### src/rtl/pcm_chan_pkg.sv
package pcm_chan_pkg;
   localparam int CAUSE_N   = 5;
   localparam int C_RX_THR  = 0;
   localparam int C_TX_THR  = 1;
   localparam int C_RX_OVR  = 2;
   localparam int C_TX_UDR  = 3;
   localparam int C_DMA_FLT = 4;
endpackage

### src/rtl/pcm_fifo.sv
module pcm_fifo #(
   parameter int W     = 8,
   parameter int DEPTH = 32,
   localparam int AW   = $clog2(DEPTH),
   localparam int LW   = $clog2(DEPTH + 1)
) (
   input  logic          clk,
   input  logic          rst_n,
   input  logic          wr,
   input  logic [W-1:0]  wdata,
   input  logic          rd,
   output logic [W-1:0]  rdata,
   output logic [LW-1:0] level,
   output logic          full,
   output logic          empty
);
   if ((1 << AW) != DEPTH) begin : g_bad_depth
      $error("pcm_fifo: DEPTH must be a power of two");
   end

   logic [W-1:0]  mem [DEPTH];
   logic [AW-1:0] wp, rp;
   logic          do_wr, do_rd;

   assign full  = (level == LW'(DEPTH));
   assign empty = (level == '0);
   assign do_wr = wr && !full;
   assign do_rd = rd && !empty;
   assign rdata = mem[rp];

   always_ff @(posedge clk) begin
      if (do_wr) mem[wp] <= wdata;
   end

   always_ff @(posedge clk or negedge rst_n) begin
      if (!rst_n) begin
         wp    <= '0;
         rp    <= '0;
         level <= '0;
      end else begin
         if (do_wr) wp <= wp + AW'(1);
         if (do_rd) rp <= rp + AW'(1);
         level <= level + LW'(do_wr) - LW'(do_rd);
      end
   end


   no_overflow_chk: assert property (@(posedge clk) disable iff (!rst_n)
      (full && wr && !rd) |=> (level == LW'(DEPTH)));

   no_underflow_chk: assert property (@(posedge clk) disable iff (!rst_n)
      (empty && rd && !wr) |=> (level == '0));
endmodule

### src/rtl/pcm_dma_hs.sv
module pcm_dma_hs (
   input  logic clk,
   input  logic rst_n,
   input  logic dma_en,
   input  logic cond,
   input  logic dend,
   output logic dreq,
   output logic fault
);
   always_ff @(posedge clk or negedge rst_n) begin
      if (!rst_n)                        dreq <= 1'b0;
      else if (dend)                     dreq <= 1'b0;
      else if (!dreq && dma_en && cond)  dreq <= 1'b1;
   end

   assign fault = dend && !dreq;


   req_drop_chk: assert property (@(posedge clk) disable iff (!rst_n)
      dend |=> !dreq);

   req_hold_chk: assert property (@(posedge clk) disable iff (!rst_n)
      (dreq && !dend) |=> dreq);
endmodule

### src/rtl/pcm_chan.sv
module pcm_chan import pcm_chan_pkg::*; #(
   parameter int SAMPLE_W   = 8,
   parameter int FIFO_DEPTH = 32,
   parameter int START_W    = 10,
   parameter int SLOT_BITS  = 8,
   parameter int MIN_SLOTS  = 4,
   parameter int MAX_SLOTS  = 128,
   parameter int FS_LONG    = 8,
   localparam int LW        = $clog2(FIFO_DEPTH + 1),
   localparam int SLW       = $clog2(MAX_SLOTS + 1),
   localparam int IW        = $clog2(SAMPLE_W),
   localparam int CW        = START_W + 1
) (
   input  logic                clk,
   input  logic                rst_n,
   input  logic                cfg_en,
   input  logic [SLW-1:0]      cfg_slots,
   input  logic [START_W-1:0]  cfg_start,
   input  logic                cfg_fs_long,
   input  logic                cfg_lsb_first,
   input  logic                cfg_tri_last,
   input  logic                cfg_dma_en,
   input  logic [LW-1:0]       cfg_rx_thr,
   input  logic [LW-1:0]       cfg_tx_thr,
   output logic                pcm_fs,
   output logic                pcm_dtx,
   output logic                pcm_dtx_oe,
   input  logic                pcm_drx,
   input  logic                rx_pop,
   output logic [SAMPLE_W-1:0] rx_data,
   output logic [LW-1:0]       rx_level,
   input  logic                tx_push,
   input  logic [SAMPLE_W-1:0] tx_data,
   output logic [LW-1:0]       tx_level,
   output logic                rx_dreq,
   input  logic                rx_dend,
   output logic                tx_dreq,
   input  logic                tx_dend,
   input  logic [CAUSE_N-1:0]  irq_clr,
   output logic [CAUSE_N-1:0]  irq_cause,
   output logic                irq
);
   if (MAX_SLOTS * SLOT_BITS > (1 << START_W)) begin : g_bad_frame
      $error("pcm_chan: frame longer than the start field can address");
   end
   if ((1 << IW) != SAMPLE_W) begin : g_bad_sample
      $error("pcm_chan: SAMPLE_W must be a power of two");
   end

   // frame timing
   logic [SLW-1:0] eff_slots;
   logic [CW-1:0]  bcnt, frame_last, off;
   logic           in_slot, slot_first, slot_last;
   logic [IW-1:0]  idx, pos;

   always_comb begin
      if (cfg_slots < SLW'(MIN_SLOTS))      eff_slots = SLW'(MIN_SLOTS);
      else if (cfg_slots > SLW'(MAX_SLOTS)) eff_slots = SLW'(MAX_SLOTS);
      else                                  eff_slots = cfg_slots;
   end
   assign frame_last = CW'(int'(eff_slots) * SLOT_BITS - 1);

   always_ff @(posedge clk or negedge rst_n) begin
      if (!rst_n)                  bcnt <= '0;
      else if (!cfg_en)            bcnt <= '0;
      else if (bcnt >= frame_last) bcnt <= '0;
      else                         bcnt <= bcnt + CW'(1);
   end

   assign pcm_fs     = cfg_en && ((bcnt == '0) || (cfg_fs_long && bcnt < CW'(FS_LONG)));
   assign off        = bcnt - CW'(cfg_start);
   assign in_slot    = cfg_en && (bcnt >= CW'(cfg_start)) && (off < CW'(SAMPLE_W));
   assign idx        = off[IW-1:0];
   assign slot_first = in_slot && (idx == '0);
   assign slot_last  = in_slot && (idx == IW'(SAMPLE_W - 1));
   assign pos        = cfg_lsb_first ? idx : IW'(SAMPLE_W - 1) - idx;

   // queues
   logic [SAMPLE_W-1:0] tx_head, tx_sh, cur_word, rx_sh, rx_word;
   logic                tx_empty, tx_full, rx_full, rx_empty;

   pcm_fifo #(.W(SAMPLE_W), .DEPTH(FIFO_DEPTH)) u_txq (
      .clk(clk), .rst_n(rst_n), .wr(tx_push), .wdata(tx_data),
      .rd(slot_first), .rdata(tx_head), .level(tx_level),
      .full(tx_full), .empty(tx_empty));

   pcm_fifo #(.W(SAMPLE_W), .DEPTH(FIFO_DEPTH)) u_rxq (
      .clk(clk), .rst_n(rst_n), .wr(slot_last), .wdata(rx_word),
      .rd(rx_pop), .rdata(rx_data), .level(rx_level),
      .full(rx_full), .empty(rx_empty));

   // transmit path
   assign cur_word   = slot_first ? (tx_empty ? '0 : tx_head) : tx_sh;
   assign pcm_dtx    = in_slot && cur_word[pos];
   assign pcm_dtx_oe = in_slot && !(cfg_tri_last && slot_last);

   always_ff @(posedge clk or negedge rst_n) begin
      if (!rst_n)          tx_sh <= '0;
      else if (slot_first) tx_sh <= cur_word;
   end

   // receive path
   always_ff @(posedge clk or negedge rst_n) begin
      if (!rst_n)       rx_sh <= '0;
      else if (in_slot) rx_sh[pos] <= pcm_drx;
   end
   always_comb begin
      rx_word      = rx_sh;
      rx_word[pos] = pcm_drx;
   end

   // DMA handshakes, one per direction
   logic [1:0] hs_cond, hs_end, hs_req, hs_fault;
   assign hs_cond = {tx_level < cfg_tx_thr, rx_level >= cfg_rx_thr};
   assign hs_end  = {tx_dend, rx_dend};
   for (genvar d = 0; d < 2; d++) begin : g_dma
      pcm_dma_hs u_hs (
         .clk(clk), .rst_n(rst_n), .dma_en(cfg_dma_en), .cond(hs_cond[d]),
         .dend(hs_end[d]), .dreq(hs_req[d]), .fault(hs_fault[d]));
   end
   assign rx_dreq = hs_req[0];
   assign tx_dreq = hs_req[1];

   // interrupt causes
   logic [CAUSE_N-1:0] sticky_q, sticky_set, live;
   always_comb begin
      sticky_set            = '0;
      sticky_set[C_RX_OVR]  = slot_last && rx_full;
      sticky_set[C_TX_UDR]  = slot_first && tx_empty;
      sticky_set[C_DMA_FLT] = |hs_fault;
      live                  = '0;
      live[C_RX_THR]        = hs_cond[0];
      live[C_TX_THR]        = hs_cond[1];
   end
   always_ff @(posedge clk or negedge rst_n) begin
      if (!rst_n) sticky_q <= '0;
      else        sticky_q <= (sticky_q & ~irq_clr) | sticky_set;
   end
   assign irq_cause = sticky_q | live;
   assign irq       = |irq_cause;


   udr_chk: assert property (@(posedge clk) disable iff (!rst_n)
      (slot_first && tx_empty) |=> irq_cause[C_TX_UDR]);

   ovr_chk: assert property (@(posedge clk) disable iff (!rst_n)
      (slot_last && rx_full) |=> (irq_cause[C_RX_OVR] && rx_full));

   flt_chk: assert property (@(posedge clk) disable iff (!rst_n)
      ((rx_dend && !rx_dreq) || (tx_dend && !tx_dreq)) |=> irq_cause[C_DMA_FLT]);

   fs_short_chk: assert property (@(posedge clk) disable iff (!rst_n)
      (pcm_fs && !cfg_fs_long) |=> (!pcm_fs || cfg_fs_long));

   oe_win_chk: assert property (@(posedge clk) disable iff (!rst_n)
      pcm_dtx_oe |-> (cfg_en && bcnt >= CW'(cfg_start)));
endmodule

### config.mk
export PLATFORM = sky130hd
export DESIGN_NAME = pcm_chan
export DESIGN_NICKNAME = d
export VERILOG_FILES = /design/src/rtl/pcm_chan_pkg.sv /design/src/rtl/pcm_fifo.sv /design/src/rtl/pcm_dma_hs.sv /design/src/rtl/pcm_chan.sv
export SDC_FILE = /design/constraint.sdc
export NUM_CORES = 1
export LEC_CHECK = 0
export ABC_AREA = 1
export BUFFER_PORTS_ARGS = -buffer_cell sky130_fd_sc_hd__buf_2
export CORE_AREA = 2 2 289 291
export CTS_BUF_LIST = sky130_fd_sc_hd__clkbuf_8
export CTS_CLUSTER_DIAMETER = 60
export CTS_CLUSTER_SIZE = 28
export DETAILED_ROUTE_END_ITERATION = 16
export DIE_AREA = 0 0 291 293
export SYNTH_ARGS = -nofsm -noshare
export SYNTH_HDL_FRONTEND = slang
export SYNTH_SLANG_ARGS = --single-unit
### constraint.sdc
create_clock -name clk -period 3.35 [get_ports clk]
set_input_delay 0.67 -clock clk [delete_from_list [all_inputs] [get_ports clk]]
set_output_delay 0.67 -clock clk [all_outputs]
set_load 0.05 [all_outputs]
# Word-level counts from Yosys, hierarchy flattened
# Memory sizes are Yosys's and may differ from the RTL's.
# Cells that the tools add are included.
word_totals:
  ramBits: 512
  out_inout_bits: 31
  elab_cells: 101
  register_bits: 66
  mem_count: 2
  inputBits: 55
mem_list:
  columns: ["memory", "words", "width", "read_ports", "rd_ports_with_merged_regs", "wr", "line", "source"]
  rows:
  - ["u_rxq.mem", 32, 8, 1, 0, 1, "pcm_fifo.sv:21", "logic [W-1:0] mem [DEPTH];"]
  - ["u_txq.mem", 32, 8, 1, 0, 1, "pcm_fifo.sv:21", null]
classes:
  bitwise: 4
  n_eq_ne: 3
  addsub: 12
  reduce_logical: 38
  muxes: 20
  magnitude_cmp: 10
op_table:
  columns: ["op", "count"]
  rows:
  - ["two-way mux 8 bit", 4]
  - ["logical AND 1 bit", 22]
  - ["less-than comparator 11 x 4 -> 1 bit, second input constant", 2]
  - ["two-way mux 11 bit", 2]
  - ["adder 5 x 1 -> 5 bit, second input constant", 4]
  - ["adder 6 x 1 -> 6 bit", 2]
  - ["equality test 6 bit, second input constant", 2]
  - ["logical NOT 6 bit", 2]
  - ["subtractor 6 x 1 -> 6 bit", 2]
  - ["adder 11 x 1 -> 11 bit, second input constant", 1]
  - [">= comparator 11 x 10 -> 1 bit", 1]
  - [">= comparator 11 bit", 1]
  - ["logical NOT 11 bit", 1]
  - ["subtractor 11 x 1 -> 11 bit, second input constant", 1]
  - ["subtractor 11 x 10 -> 11 bit", 1]
  - ["two-way mux 1 bit", 10]
  - ["bitwise mux 8 bit", 1]
  - ["> comparator 8 bit, second input constant", 1]
  - ["less-than comparator 8 x 3 -> 1 bit, second input constant", 1]
  - ["logical NOT 1 bit", 7]
  - [">= comparator 6 bit", 1]
  - ["less-than comparator 6 bit", 1]
  - ["bitwise AND 5 bit", 1]
  - ["NOT 5 bit", 1]
  - ["14 further kinds", 15]

# Logic depth before layout (Yosys ltp)
logic_depth:
  ltp_word: 8
  depth_mapped: 26
  depth_no_buf: 26

# Hierarchy
# From an unflattened synthesis, not the netlist that was laid out.
hier_totals:
  hier_cells: 2735
  area_unflattened_um2: 26940.8
by_module_without_submodules:
  columns: ["mod", "instances", "cells_per_inst", "area_each_um2", "seq_area_each_um2"]
  rows:
  - ["pcm_fifo at u_txq", 1, 1127, 11833.8, 8087.8]
  - ["pcm_fifo at u_rxq", 1, 1127, 11830.1, 8087.8]
  - ["pcm_chan", 1, 469, 3179.3, 800.8]
  - ["pcm_dma_hs", 2, 6, 48.8, 25.0]

# Least setup slack after synthesis
# OpenSTA, ideal clock, no wires.
synth_path:
  path_kind: "in2out"
  start: "in cfg_start[0]"
  end: "out pcm_dtx"
  path_stages: 19
  n_path_buf: 0
  arrival_time_ps: 3300
  required_time_ps: 2680
  slack_ps: -620
  path_cell_list: "ha_1 > inv_1 > fa_1 > nand2_1 > nand2_1 > nand2_2 > xor2_1 > nand2_1 > nor2_2 > nand3_2 > nor2_4 > nand2_4 > nor2_8 > nand2_1 > nand3_1 > nand2_1 > nor2_1 > nor2_1 > nor2_1"
synth_between:
  elab_chain_len: 8
synth_rtl:
  columns: ["item", "line", "source"]
  rows:
  - ["from (decl)", "pcm_chan.sv:18", "input logic [START_W-1:0] cfg_start,"]
  - ["subtractor 11 x 10 -> 11 bit or >= comparator 11 x 10 -> 1 bit (tied branches)", "pcm_chan.sv:71, pcm_chan.sv:72", null]
  - ["less-than comparator 11 x 4 -> 1 bit or logical AND 1 bit (tied branches)", "pcm_chan.sv:72", "assign in_slot = cfg_en && (bcnt >= CW'(cfg_start)) && (off < CW'(SAMPLE_W));"]
  - ["logical AND 1 bit", "pcm_chan.sv:72", null]
  - ["logical AND 1 bit", "pcm_chan.sv:74", "assign slot_first = in_slot && (idx == '0);"]
  - ["two-way mux 8 bit", "pcm_chan.sv:93", "assign cur_word = slot_first ? (tx_empty ? '0 : tx_head) : tx_sh;"]
  - ["binary-select mux 1 bit (select 3 bit)", "pcm_chan.sv:94", "assign pcm_dtx = in_slot && cur_word[pos];"]
  - ["two-way mux 1 bit (implied by the code)", "pcm_chan.sv:94", null]
  - ["logical AND 1 bit *", "pcm_chan.sv:94", null]
  - ["to (decl)", "pcm_chan.sv:26", "output logic pcm_dtx,"]
# Every way passes the cells marked *; elsewhere a longest branch is shown, timed or not. The select of a mux whose other input is x is not followed.

# Worst setup path after layout
layout_path:
  start: "reg bcnt[0]"
  end: "out pcm_dtx"
layout_between:
  elab_chain_len: 8
layout_rtl:
  columns: ["item", "line", "source"]
  rows:
  - ["from (decl)", "pcm_chan.sv:52", "logic [CW-1:0] bcnt, frame_last, off;"]
  - ["from (signal assigned)", "pcm_chan.sv:67", "else bcnt <= bcnt + CW'(1);"]
  - ["subtractor 11 x 10 -> 11 bit or >= comparator 11 x 10 -> 1 bit (tied branches)", "pcm_chan.sv:71, pcm_chan.sv:72", null]
  - ["less-than comparator 11 x 4 -> 1 bit or logical AND 1 bit (tied branches)", "pcm_chan.sv:72", null]
  - ["logical AND 1 bit", "pcm_chan.sv:72", null]
  - ["logical AND 1 bit", "pcm_chan.sv:74", null]
  - ["two-way mux 8 bit", "pcm_chan.sv:93", null]
  - ["binary-select mux 1 bit (select 3 bit)", "pcm_chan.sv:94", null]
  - ["two-way mux 1 bit (implied by the code)", "pcm_chan.sv:94", null]
  - ["logical AND 1 bit *", "pcm_chan.sv:94", null]
# Marked as above.

==> qor.csv <==
stage,metric,value,unit
timing,hold_viol_final,0,
drt,drtIter0Drc,1404,
clock_tree,cts.sinks,578,
grt,grt_usage,14.5,%
layout,fin_cells,3545,
layout,utilization,37.0,%
critical_path,cp.buffers_inverters,4,
critical_path,cp_data_required_time,2680,ps
grt,grt_pass1_vias,16700,
timing,fin_crit,4050,ps
critical_path,timing.rr.start,bcnt[0],
timing,fin_ws,-704,ps
layout,seq_area,17000,sq um
drt,drc,0,
grt,antenna_found_initial,0,
synth,synth-seq-area-share,67.6,%
power,power.internal,12.0,mW
synth,syn_inst,2222,
critical_path,critPathMaxFanout,6,
floorplanning,die_h,293,microns
synth,synth_area,25200,sq um
critical_path,cp_top_family,simple AND/OR/NAND/NOR gates,
placed_design,pre_cts_ws,-398,ps
synth,avgSynthCellArea,11.3,sq um
floorplanning,die_w,291,microns
critical_path,cpPeakStageDelay,410,ps
layout,fillers,7917,
synth,ys_warn_count,0,
timing,tightest_slew,832,ps
clock_tree,clock_path_buffers,3,
floorplanning,dieArea,85300,sq um
timing,fin_hold_ws,37.4,ps
placed_design,placed_cell_area,28300,sq um
synth,synth_edf_count,512,
clock_tree,cts_tree,yes,
power,leakage,11.4,nW
grt,grt_overflow,0,
run,cap_violations,0,
synth,synth_seq_cells,578,
power,p_comb_share,34.7,%
grt,grt_pass1_wl,97100,microns
clock_tree,cts_buffers,39,
run_status,violations,setup timing,
timing,fin_setup_tns,-50040,ps
layout,final_design_area_no_fill,30300,sq um
placed_design,globalplace.congestion,0.856,
critical_path,endpoint_kind,primary output,
drt,ant_nets,0,
synth,synth_cell_types,43,
critical_path,slowest_stage,dfrtp_1,
power,swShare,37.8,%
clock_tree,clk_pin_slew,120,ps
critical_path,crit_start,bcnt[0],
hold_path,min_path_type,in2async,
synth,synthFlopType,edfxtp_1,
placed_design,hpwl,39700,microns
power,power_density,637,nW/um^2
floorplanning,coreArea,81800,sq um
drt,wl,63300,microns
placed_design,port_buffers,85,
grt,grt_max_degree,57,
power,clockPowerShare,21.0,%
synth,async_reset_ff_share,11.4,%
clock_tree,cts_max_level,2,
synth,syn-num-nets,2340,
critical_path,startpoint_type,register,
timing,post-route-period-util,121,%
run_status,status,finished with violations,
drt,via_count,17200,
timing,fmax,0.247,GHz
power,p_switching,7.27,mW
floorplanning,rows,105,
floorplanning,start_util,30.8,%
timing,finalSetupViolations,271,
critical_path,worstPathCellList,"inv_2, ha_4, inv_2, fa_2, nand2_2, nand2_4, nand2_2, xor2_2, nand2_1, nor2_2, nand3_2, nor2_4, nand2_4, buf_6, nand2_1, nand3_1, nand3_2, nand3_2, nand2_2, nor2_4, buf_12",
timing,timing.final.max_slew_violations,0,
drt,wire_per_inst,17.8,microns
layout,area_delta_synth_final,20.1,%
layout,antenna_cells,0,
power,design_power_total,19.3,mW
critical_path,crit_type,reg2out,
floorplanning,io_pins,86,
power,max-vdd-ir-drop,534,uV
timing,fin_worst_skew,55.6,ps
power,sequentialPowerShare,44.2,%
layout,layout.nets,2562,
drt,first_pass_iters,5,
drt,route.detailed.vias_per_inst,4.84,
layout,multi_input_area,7640,sq um
clock_tree,cts_root_buf,clkbuf_8,
clock_tree,clock_latency,670,ps
placed_design,dp.cells,3444,
timing,worst_slew_margin_rel,44.4,%
critical_path,crit_arrival,3380,ps
layout,drive_above_1_share,19.8,%
timing,rsz0062_at_grt,true,
[logic make-up (layout without fill, tap and decap cells)]
logic type,Yosys count,count (layout),share of synthesized area (%)
xor gates and xnor gates,30,30,1.04
AOI/OAI and AO/OA,458,458,10.3
DFF,578,578,67.6
other,1,1,0.0149
and+or+nand+nor,826,826,13.8
adders and majority gates,63,63,3.22
buffers and inverters,266,519,4.06
[layout by cell type (no fill, tap or decap), types with 30 or more instances in the layout]
cell type,count
buf_2,74
clkbuf_8,41
nor2_1,377
o221ai_1,32
o22ai_1,62
ha_1,54
buf_6,51
buf_4,125
nand3_1,89
nand4_1,35
edfxtp_1,512
nand2_1,227
inv_1,148
dfrtp_1,62
o21ai_0,254
o211ai_1,30
[flip-flops by register name, indices dropped and copies added (netlist names)]
register         cells
g_dma.u_hs.dreq      2
u_rxq.level          6
u_rxq.mem          256
u_txq.rp             5
u_txq.mem          256
u_txq.wp             5
u_txq.level          6
bcnt                11
rx_sh                8
tx_sh                8
u_rxq.wp             5
u_rxq.rp             5
sticky_q             5
[cell usage after synthesis, drive strengths merged (2+ instances only)]
library cell / instances / area (sq um)
o22ai: 66 / 413
buf: 18 / 92.6
or2: 3 / 21.3
nor3b: 2 / 15.0
and3: 6 / 37.5
nand3: 104 / 526
nor2: 420 / 1610
o211ai: 30 / 225
clkbuf: 89 / 334
o221ai: 34 / 298
and2: 2 / 12.5
o21a: 3 / 22.5
clkinv: 4 / 15.0
nand4: 35 / 219
o21ai: 283 / 1420
and3b: 4 / 35.0
a21oi: 38 / 190
inv: 155 / 582
nand2: 239 / 912
ha: 60 / 751
dfrtp: 66 / 1650
nor3: 5 / 35.0
xnor2: 5 / 43.8
nor4: 4 / 31.3
a31oi: 3 / 18.8
fa: 3 / 60.1
edfxtp: 512 / 15400
xor2: 25 / 219
[timing repair]
| action | in CTS | in global routing |
|---|---|---|
| setup buffers | 19 | 4 |
| cloned | 6 | 1 |
| hold buffers | 0 | 0 |
| endpoints found under the setup margin | 14 | 278 |
| resized for setup | 199 | 21 |
| pin swaps | 38 | 15 |
[power by group through the flow]
stage | Combinational (mW) | Sequential (mW) | Clock, mW
after floorplan | 3.51 | 8.81 | 0
after global placement | 5.68 | 8.65 | 0
after detailed placement | 5.74 | 8.65 | 0
after CTS | 6.72 | 8.52 | 4.18
after global routing | 7.31 | 8.56 | 4.39
final | 6.69 | 8.52 | 4.05
[layer usage]
| metal | vias to the layer above | GRT usage, % | share of wire, % |
|---|---|---|---|
| met3 | 76 | 2.00 | 5.4 |
| met2 | 417 | 24.0 | 47 |
| met5 | - | 0 | 0 |
| li1 | 8314 | - | - |
| met4 | 0 | 3.48 | 2.1 |
| met1 | 8365 | 20.1 | 45 |
[path summary, 6_finish.rpt]
path	end	slack [ps]	cells past startpoint
worst min-delay path	u_rxq.level[5]	40	1
worst min register to register	tx_sh[2]	490	2
worst max register to register	u_rxq.mem[31][7]	-330	25
max in group asynchronous	bcnt[10]	2600	2
worst max-delay path	pcm_dtx	-700	21
min in group clk	sticky_q[0]	160	2
[area by class of cell]
class / instances / area share (%)
sequential: 578 / 56.3
timing repair inverter: 1 / 0.0289
multi-input combinational: 1378 / 25.3
tap: 1070 / 4.42
clock inverter: 31 / 1.24
inverter: 159 / 2.04
timing repair buffer: 287 / 8.83
clock buffer: 41 / 1.86
Power figures use the tool's default switching activity.
